<file path="src/rtl/rxp_pkg.sv">
package rxp_pkg;
    localparam int SYM_W  = 10;
    localparam int BYTE_W = 8;
    localparam int LANES  = 4;
    localparam int CNT_W  = $clog2(LANES);
    localparam int WORD_W = LANES * BYTE_W;

    typedef struct packed {
        logic              b9;
        logic              b8;
        logic [BYTE_W-1:0] byte_v;
    } sym_t;

    function automatic sym_t to_sym(input logic [SYM_W-1:0] raw);
        sym_t s;
        s.b9     = raw[9];
        s.b8     = raw[8];
        s.byte_v = raw[BYTE_W-1:0];
        return s;
    endfunction
endpackage

</file>
<file path="src/rtl/rxp_lane_ctr.sv">
module rxp_lane_ctr #(
    parameter int LANES = rxp_pkg::LANES,
    localparam int CW = $clog2(LANES)
) (
    input  logic          clk,
    input  logic          rst,
    input  logic          restart,
    input  logic          valid,
    output logic [CW-1:0] lane,
    output logic          last
);
    localparam logic [CW-1:0] TOP = CW'(LANES - 1);

    logic [CW-1:0] cnt;

    assign lane = restart ? TOP : cnt;
    assign last = valid && (lane == '0);

    always_ff @(posedge clk) begin
        if (rst)          cnt <= TOP;
        else if (valid)   cnt <= (lane == '0) ? TOP : lane - 1'b1;
        else if (restart) cnt <= TOP;
    end

    // an idle restart leaves the next symbol aimed at the top lane
    a_r5_idle_restart: assert property (@(posedge clk) disable iff (rst)
        (restart && !valid) |=> (lane == TOP));
    // an idle cycle does not move the lane position
    a_r3_gap_holds: assert property (@(posedge clk) disable iff (rst)
        (!valid && !restart) |=> $stable(cnt));
endmodule

</file>
<file path="src/rtl/rxp_lane_hold.sv">
module rxp_lane_hold #(
    parameter int LANES = rxp_pkg::LANES,
    localparam int CW = $clog2(LANES)
) (
    input  logic                            clk,
    input  logic                            rst,
    input  logic                            valid,
    input  logic [CW-1:0]                   lane,
    input  rxp_pkg::sym_t                   sym_in,
    output rxp_pkg::sym_t [LANES-1:1]       held
);
    for (genvar n = 1; n < LANES; n++) begin : g_lane
        always_ff @(posedge clk) begin
            if (rst)                              held[n] <= '0;
            else if (valid && lane == CW'(n))     held[n] <= sym_in;
        end
    end
endmodule

</file>
<file path="src/rtl/rxp_out_reg.sv">
module rxp_out_reg #(
    parameter int LANES  = rxp_pkg::LANES,
    parameter int BYTE_W = rxp_pkg::BYTE_W,
    localparam int WW = LANES * BYTE_W
) (
    input  logic                      clk,
    input  logic                      rst,
    input  logic                      last,
    input  rxp_pkg::sym_t             sym_in,
    input  rxp_pkg::sym_t [LANES-1:1] held,
    output logic [WW-1:0]             data,
    output logic [LANES-1:0]          b8,
    output logic [LANES-1:0]          b9,
    output logic                      valid
);
    rxp_pkg::sym_t [LANES-1:0] lanes;
    logic [WW-1:0]    nxt_data;
    logic [LANES-1:0] nxt_b8, nxt_b9;

    assign lanes[0] = sym_in;
    for (genvar n = 1; n < LANES; n++) begin : g_src
        assign lanes[n] = held[n];
    end

    for (genvar n = 0; n < LANES; n++) begin : g_pack
        assign nxt_data[n*BYTE_W +: BYTE_W] = lanes[n].byte_v;
        assign nxt_b8[n] = lanes[n].b8;
        assign nxt_b9[n] = lanes[n].b9;
    end

    always_ff @(posedge clk) begin
        if (rst) begin
            data  <= '0;
            b8    <= '0;
            b9    <= '0;
            valid <= 1'b0;
        end else begin
            valid <= last;
            if (last) begin
                data <= nxt_data;
                b8   <= nxt_b8;
                b9   <= nxt_b9;
            end
        end
    end

    // the strobe never lasts two cycles
    a_r4_single_pulse: assert property (@(posedge clk) disable iff (rst)
        valid |=> !valid);
    // fields are frozen whenever no group is being presented
    a_r7_hold_fields: assert property (@(posedge clk) disable iff (rst)
        !valid |-> ($stable(data) && $stable(b8) && $stable(b9)));
    // reset empties the outputs
    a_r8_reset_clear: assert property (@(posedge clk)
        rst |=> (!valid && data == '0 && b8 == '0 && b9 == '0));
endmodule

</file>
<file path="src/rtl/rxp_pack_top.sv">
module rxp_pack_top (
    input  logic        clk,
    input  logic        rst,
    input  logic        restart,
    input  logic        sym_valid,
    input  logic [9:0]  sym,
    output logic        out_valid,
    output logic [31:0] out_data,
    output logic [3:0]  out_bit8,
    output logic [3:0]  out_bit9
);
    import rxp_pkg::*;

    logic [CNT_W-1:0]  lane;
    logic              last;
    sym_t              s_in;
    sym_t [LANES-1:1]  held;

    assign s_in = to_sym(sym);

    rxp_lane_ctr #(.LANES(LANES)) u_ctr (
        .clk(clk), .rst(rst), .restart(restart), .valid(sym_valid),
        .lane(lane), .last(last)
    );

    rxp_lane_hold #(.LANES(LANES)) u_hold (
        .clk(clk), .rst(rst), .valid(sym_valid), .lane(lane),
        .sym_in(s_in), .held(held)
    );

    rxp_out_reg #(.LANES(LANES), .BYTE_W(BYTE_W)) u_out (
        .clk(clk), .rst(rst), .last(last), .sym_in(s_in), .held(held),
        .data(out_data), .b8(out_bit8), .b9(out_bit9), .valid(out_valid)
    );

    // a group can only complete on a cycle that carried a symbol
    a_r3_strobe_needs_symbol: assert property (@(posedge clk) disable iff (rst)
        out_valid |-> $past(sym_valid));
endmodule

</file>
<file path="config.mk">
export PLATFORM = sky130hd
export DESIGN_NAME = rxp_pack_top
export DESIGN_NICKNAME = d
export VERILOG_FILES = /design/src/rtl/rxp_pkg.sv /design/src/rtl/rxp_lane_ctr.sv /design/src/rtl/rxp_lane_hold.sv /design/src/rtl/rxp_out_reg.sv /design/src/rtl/rxp_pack_top.sv
export SDC_FILE = /design/constraint.sdc
export NUM_CORES = 1
export LEC_CHECK = 0
export BUFFER_PORTS_ARGS = -buffer_cell sky130_fd_sc_hd__buf_2
export CORE_UTILIZATION = 50
export DETAILED_ROUTE_END_ITERATION = 12
export GPL_ROUTABILITY_DRIVEN = 0
export PLACE_DENSITY_LB_ADDON = 0.08
export SLEW_MARGIN = 20
export SYNTH_ARGS = -nofsm -noshare
export SYNTH_HDL_FRONTEND = slang
export SYNTH_SLANG_ARGS = --single-unit
</file>
<file path="constraint.sdc">
create_clock -name clk -period 3.7 [get_ports clk]
set_clock_uncertainty 0.2 [all_clocks]
set_input_delay 0.37 -clock clk [delete_from_list [all_inputs] [get_ports clk]]
set_output_delay 0.37 -clock clk [all_outputs]
set_load 0.1 [all_outputs]
</file>
**Word level (Yosys, flattened, before mapping)**

Index checks and enable logic that the tools add are counted.

- Output and inout port bits: 41
- Register bits: 73
- Word-level logic and storage cells: 26
- Bits of input ports: 14

- Reductions and logical operators: 5
- $add $sub $neg: 1
- Multiplexer cells: 3
- Equal/unequal tests: 3

Operators by type and width:

| kind | number |
|---|---|
| $mux 2 | 3 |
| $eq 2x2->1 const B | 2 |
| $logic_and 1x1->1 | 4 |
| $eq 2x1->1 const B | 1 |
| $logic_not 2->1 | 1 |
| $sub 2x1->2 const B | 1 |

**Depth between registers and ports, before layout**

- Depth in word-level cells: 4
- Gate-level depth with buffers: 6
- Mapped depth without buffers: 5

**Cells and area by module**

Synthesis repeated with hierarchy kept, for this count alone.

- Cells, all modules: 254
- Area, all modules: 2815.2 sq um

By module, submodules not included:

| module | instances | area an instance (sq um) | seq. area each (sq um) | cells an instance |
|---|---|---|---|---|
| rxp_out_reg | 1 | 1485.2 | 820.8 | 131 |
| rxp_lane_hold | 1 | 1231.2 | 600.6 | 112 |
| rxp_lane_ctr | 1 | 98.8 | 40.0 | 11 |

**Worst setup path after synthesis**

Ideal clock, no wire load.

- Kind: input to register
- From: input port sym_valid
- To: register u_out.b8[0]
- Buffers on the path: 3
- Arrival time: 1.355 ns
- Cell stages on the path: 6
- Library setup time: 0.132 ns
- Data required time: 3.368 ns
- Path slack: 2.013 ns
- Cell sequence: buf_2 > or4b_1 > buf_2 > buf_6 > nand2_1 > a21oi_1

- Cells in the longest elaborated chain, start to end: 1

RTL lines:

| what | line | text |
|---|---|---|
| from (decl) | rxp_pack_top.sv:5 | `input logic sym_valid,` |
| $logic_and 1x1->1 | rxp_lane_ctr.sv:17 | `assign last = valid && (lane == '0);` |
| to (signal assigned) | rxp_out_reg.sv:41 | `b8 <= nxt_b8;` |
| to (decl) | rxp_out_reg.sv:12 | `output logic [LANES-1:0] b8,` |

No other way between the ends.
A chain may end at the register's enable or synchronous reset.

**Final worst setup path**

- From: register u_ctr.cnt[0]
- To: register u_hold.held[28] (netlist name)

- Cells in the longest elaborated chain, start to end: 3

RTL lines:

| what | line | text |
|---|---|---|
| from (decl) | rxp_lane_ctr.sv:14 | `logic [CW-1:0] cnt;` |
| from (signal assigned) | rxp_lane_ctr.sv:21 | `else if (valid) cnt <= (lane == '0) ? TOP : lane - 1'b1;` |
| $mux 2 | - |  |
| $eq 2x2->1 | rxp_lane_hold.sv:15 | `else if (valid && lane == CW'(n)) held[n] <= sym_in;` |
| $logic_and 1x1->1 | rxp_lane_hold.sv:15 |  |

No other way between the ends.

==> summary.md <==
| Metric | Value |
|---|---|
| Status | completed |
| Via-to-Cell Ratio | 4.94 |
| Final Max Tran Viols | 0 |
| Detailed placement HPWL | 3.64 mm |
| Grt met3 use | 3.97% |
| DRC violation count after routing | 0 |
| Synth cell types | 19 |
| CTS Hold Bufs | 0 |
| Unrepaired setup endpoints after global routing | false |
| Mean Syn Cell Area | 8.33 um^2 |
| Leakage power | 1.25 nW |
| Power per cell area | 451 mW/mm^2 |
| Worst Hold Class | in2reg |
| Worst Path Buf+Inv | 1 |
| XOR/XNOR share of the synthesized area | 0.326% |
| Antenna-violating nets left | 0 |
| First drt pass iteration count | 4 |
| Initial detailed-routing violation count | 105 |
| CTS clock-pin slew for the worst setup and hold paths | 0.07 ns |
| # rows | 26 |
| CTS tree | done |
| Vias in the first global route | 1,838 |
| Top cell type's share of synthesized area | 54.3% |
| Inserted Clock Buffers | 9 |
| Layout Utilization | 61.2% |
| # diodes | 0 |
| Largest family of logic cells by synthesized area | simple AND/OR/NAND/NOR gates |
| Post-synthesis mux area share | 3.72% |
| Initial Utilization | 52.3% |
| Warnings from Yosys | 0 |
| Vias | 2,203 |
| Peak supply drop | 282 uV |
| Clk_lat worst skew | 0.34 ns |
| Setup repair bufs after CTS | 0 |
| Syn Inst Count | 323 |
| Primary FF master, synth | dfxtp_1 |
| Synth Net Count | 338 |
| Slew HR | 53.9% |
| Die H | 75.4 um |
| First-pass GRT wire length | 8.85 mm |
| Critical path launch point type | register |
| Critical Path AT | 1.91 ns |
| Worst Path Class, Setup | reg2reg |
| Gr usage total | 21.5% |
| Synth Cell Area | 0.00269 mm^2 |
| Routed len/inst | 12.7 um |
| Initial antenna violation count | 0 |
| Fin crit share | 49.7% |
| Clk buf depth | 2 |
| Setup_tns | 0 ns |
| Post-synth EDFFs | 0 |
| Final Hold Slack | 0.105 ns |
| Post-synth top area cell | dfxtp_1 |
| Ys async rst share | 0% |
| Synth Area in Simple Gates | 24.8% |
| Max-Cap Viols | 0 |
| IO buf count | 54 |
| Worst path top cell family by delay | simple AND/OR/NAND/NOR gates |
| Worst-path cell chain | a21oi_1, nor2b_1, buf_4, mux2i_1 |
| H-tree level count | 3 |
| Sink Count | 73 |
| P&R area growth vs syn | 17.0% |
| R2r startpoint | u_ctr.cnt[0] |
| Slowest cell on the critical path | nor2b_1 |
| Root Driver | clkbuf_8 |
| Most Crowded Layer GR | met2 |
| CP required | 3.77 ns |
| # nets final | 386 |
| Minimum clock period after layout | 1.84 ns |
| Seq/Total Area, Yosys | 54.3% |
| Die area | 0.00568 mm^2 |
| Final setup fails | 0 |
| Final hold violation count | 0 |
| Post-synth top cells | 121 x nand2_1, 73 x dfxtp_1, 61 x a21oi_1 |
| Seq cells post-synth | 73 |
| Ports | 55 |
| Worst path max stage delay | 0.55 ns |
| CP max FO | 6 |
| Worst Tran Pin Value | 0.690 ns |
| Post-Synth Adder-Cell Area | 0.465% |
| Grt ovf | 0 |
| Synth Area in Compound Gates | 11.6% |
| Area of the core | 0.00514 mm^2 |
| GR Util met1 | 28.4% |
| Share of cells above drive strength 1 | 20.5% |
| Post-Route WL | 5.68 mm |
| Die W | 75.4 um |
| Start point of the critical path | u_ctr.cnt[0] |
| # resized after CTS | 0 |
| R2R Setup Slk | 1.86 ns |
| Top-count cell post-synth | nand2_1 |
| Hold_sp | sym[9] |
| GRT met2 Usage | 33.7% |
| Max Clk Rate | 543 MHz |
| Largest net degree at the start of global routing | 42 |
| Synth top area cells | dfxtp_1 54%, nand2_1 17%, a21oi_1 11% |
| Worst setup EP type | register |
-- through the flow --
stage / worst slack, ns / cell area, um^2 / power [mW] / instances
after floorplan: 2.01 / 2690 / 0.866 / 323
after global placement: 1.86 / 2980 / 0.891 / 430
after detailed placement: 1.82 / 2980 / 0.892 / 430
after CTS: 1.85 / 3150 / 1.43 / 446
after global routing: 1.72 / 3150 / 1.47 / 446
final: 1.86 / 3150 / 1.42 / 446
-- per-layer routing --
layer | wire (um) | part of all wire [%]
met5 | 0 | 0
met4 | 110 | 1.9
met3 | 205 | 3.6
met2 | 2610 | 46
met1 | 2750 | 48
-- registers in the layout (all words and copies together) (netlist names) --
| name | cells |
|---|---|
| u_ctr.cnt | 2 |
| u_hold.held | 30 |
| u_out.b8 | 4 |
| u_out.b9 | 4 |
| u_out.data | 32 |
| u_out.valid | 1 |
-- final cells by class --
cell class                      instances  area [um^2]
Multi-Input combinational cell        227         1110
Tap cell                               70         87.6
Sequential cell                        73         1460
Clock buffer                           11          141
Fill cell                             500         1990
Clock inverter                          5         31.3
Timing Repair Buffer                   60          315
-- power breakdown --
part,switching [mW],total (mW),leakage [nW],internal [mW]
Clock,0.288,0.548,0.0891,0.259
Sequential,0.00805,0.805,0.590,0.797
Combinational,0.0421,0.0677,0.572,0.0256
-- cells in the final DEF (no fill, tap or decap) --
master	instances
nor4b_4	1
clkbuf_1	1
clkinvlp_4	1
nand2_1	121
clkbuf_8	10
nand4bb_1	1
buf_4	6
xor2_1	1
clkinv_2	3
mux2i_1	10
dfxtp_1	73
o21bai_1	1
nor4bb_1	1
or4b_1	1
nor2_1	3
nand2b_1	21
nor2b_1	2
and2_1	1
clkinv_4	1
a21oi_1	61
or2_2	1
ha_1	1
buf_2	54
-- path summary, 6_finish.rpt --
kind	end	cells past startpoint
hold reg to reg	u_out.data[12]	2
setup / recovery	u_hold.held[28]	4
hold / removal	u_out.b9[0]	3
setup reg to reg	u_hold.held[28]	4
-- cells by family after synthesis --
| kind of cell | count (synthesis) |
|---|---|
| compound gates | 62 |
| xor+xnor | 1 |
| fa+ha+maj | 1 |
| buf+inv | 23 |
| flops | 73 |
| mux | 10 |
| simple gates | 153 |
-- worst reg2reg max path: cells and delay by family (launching register included) --
family | cells | cell delay [ns]
AOI/OAI and AO/OA | 1 | 0.10
muxes | 1 | 0.19
DFF | 1 | 0.45
buffers and inverters | 1 | 0.28
and+or+nand+nor | 1 | 0.55
Power figures use the tool's default switching activity.
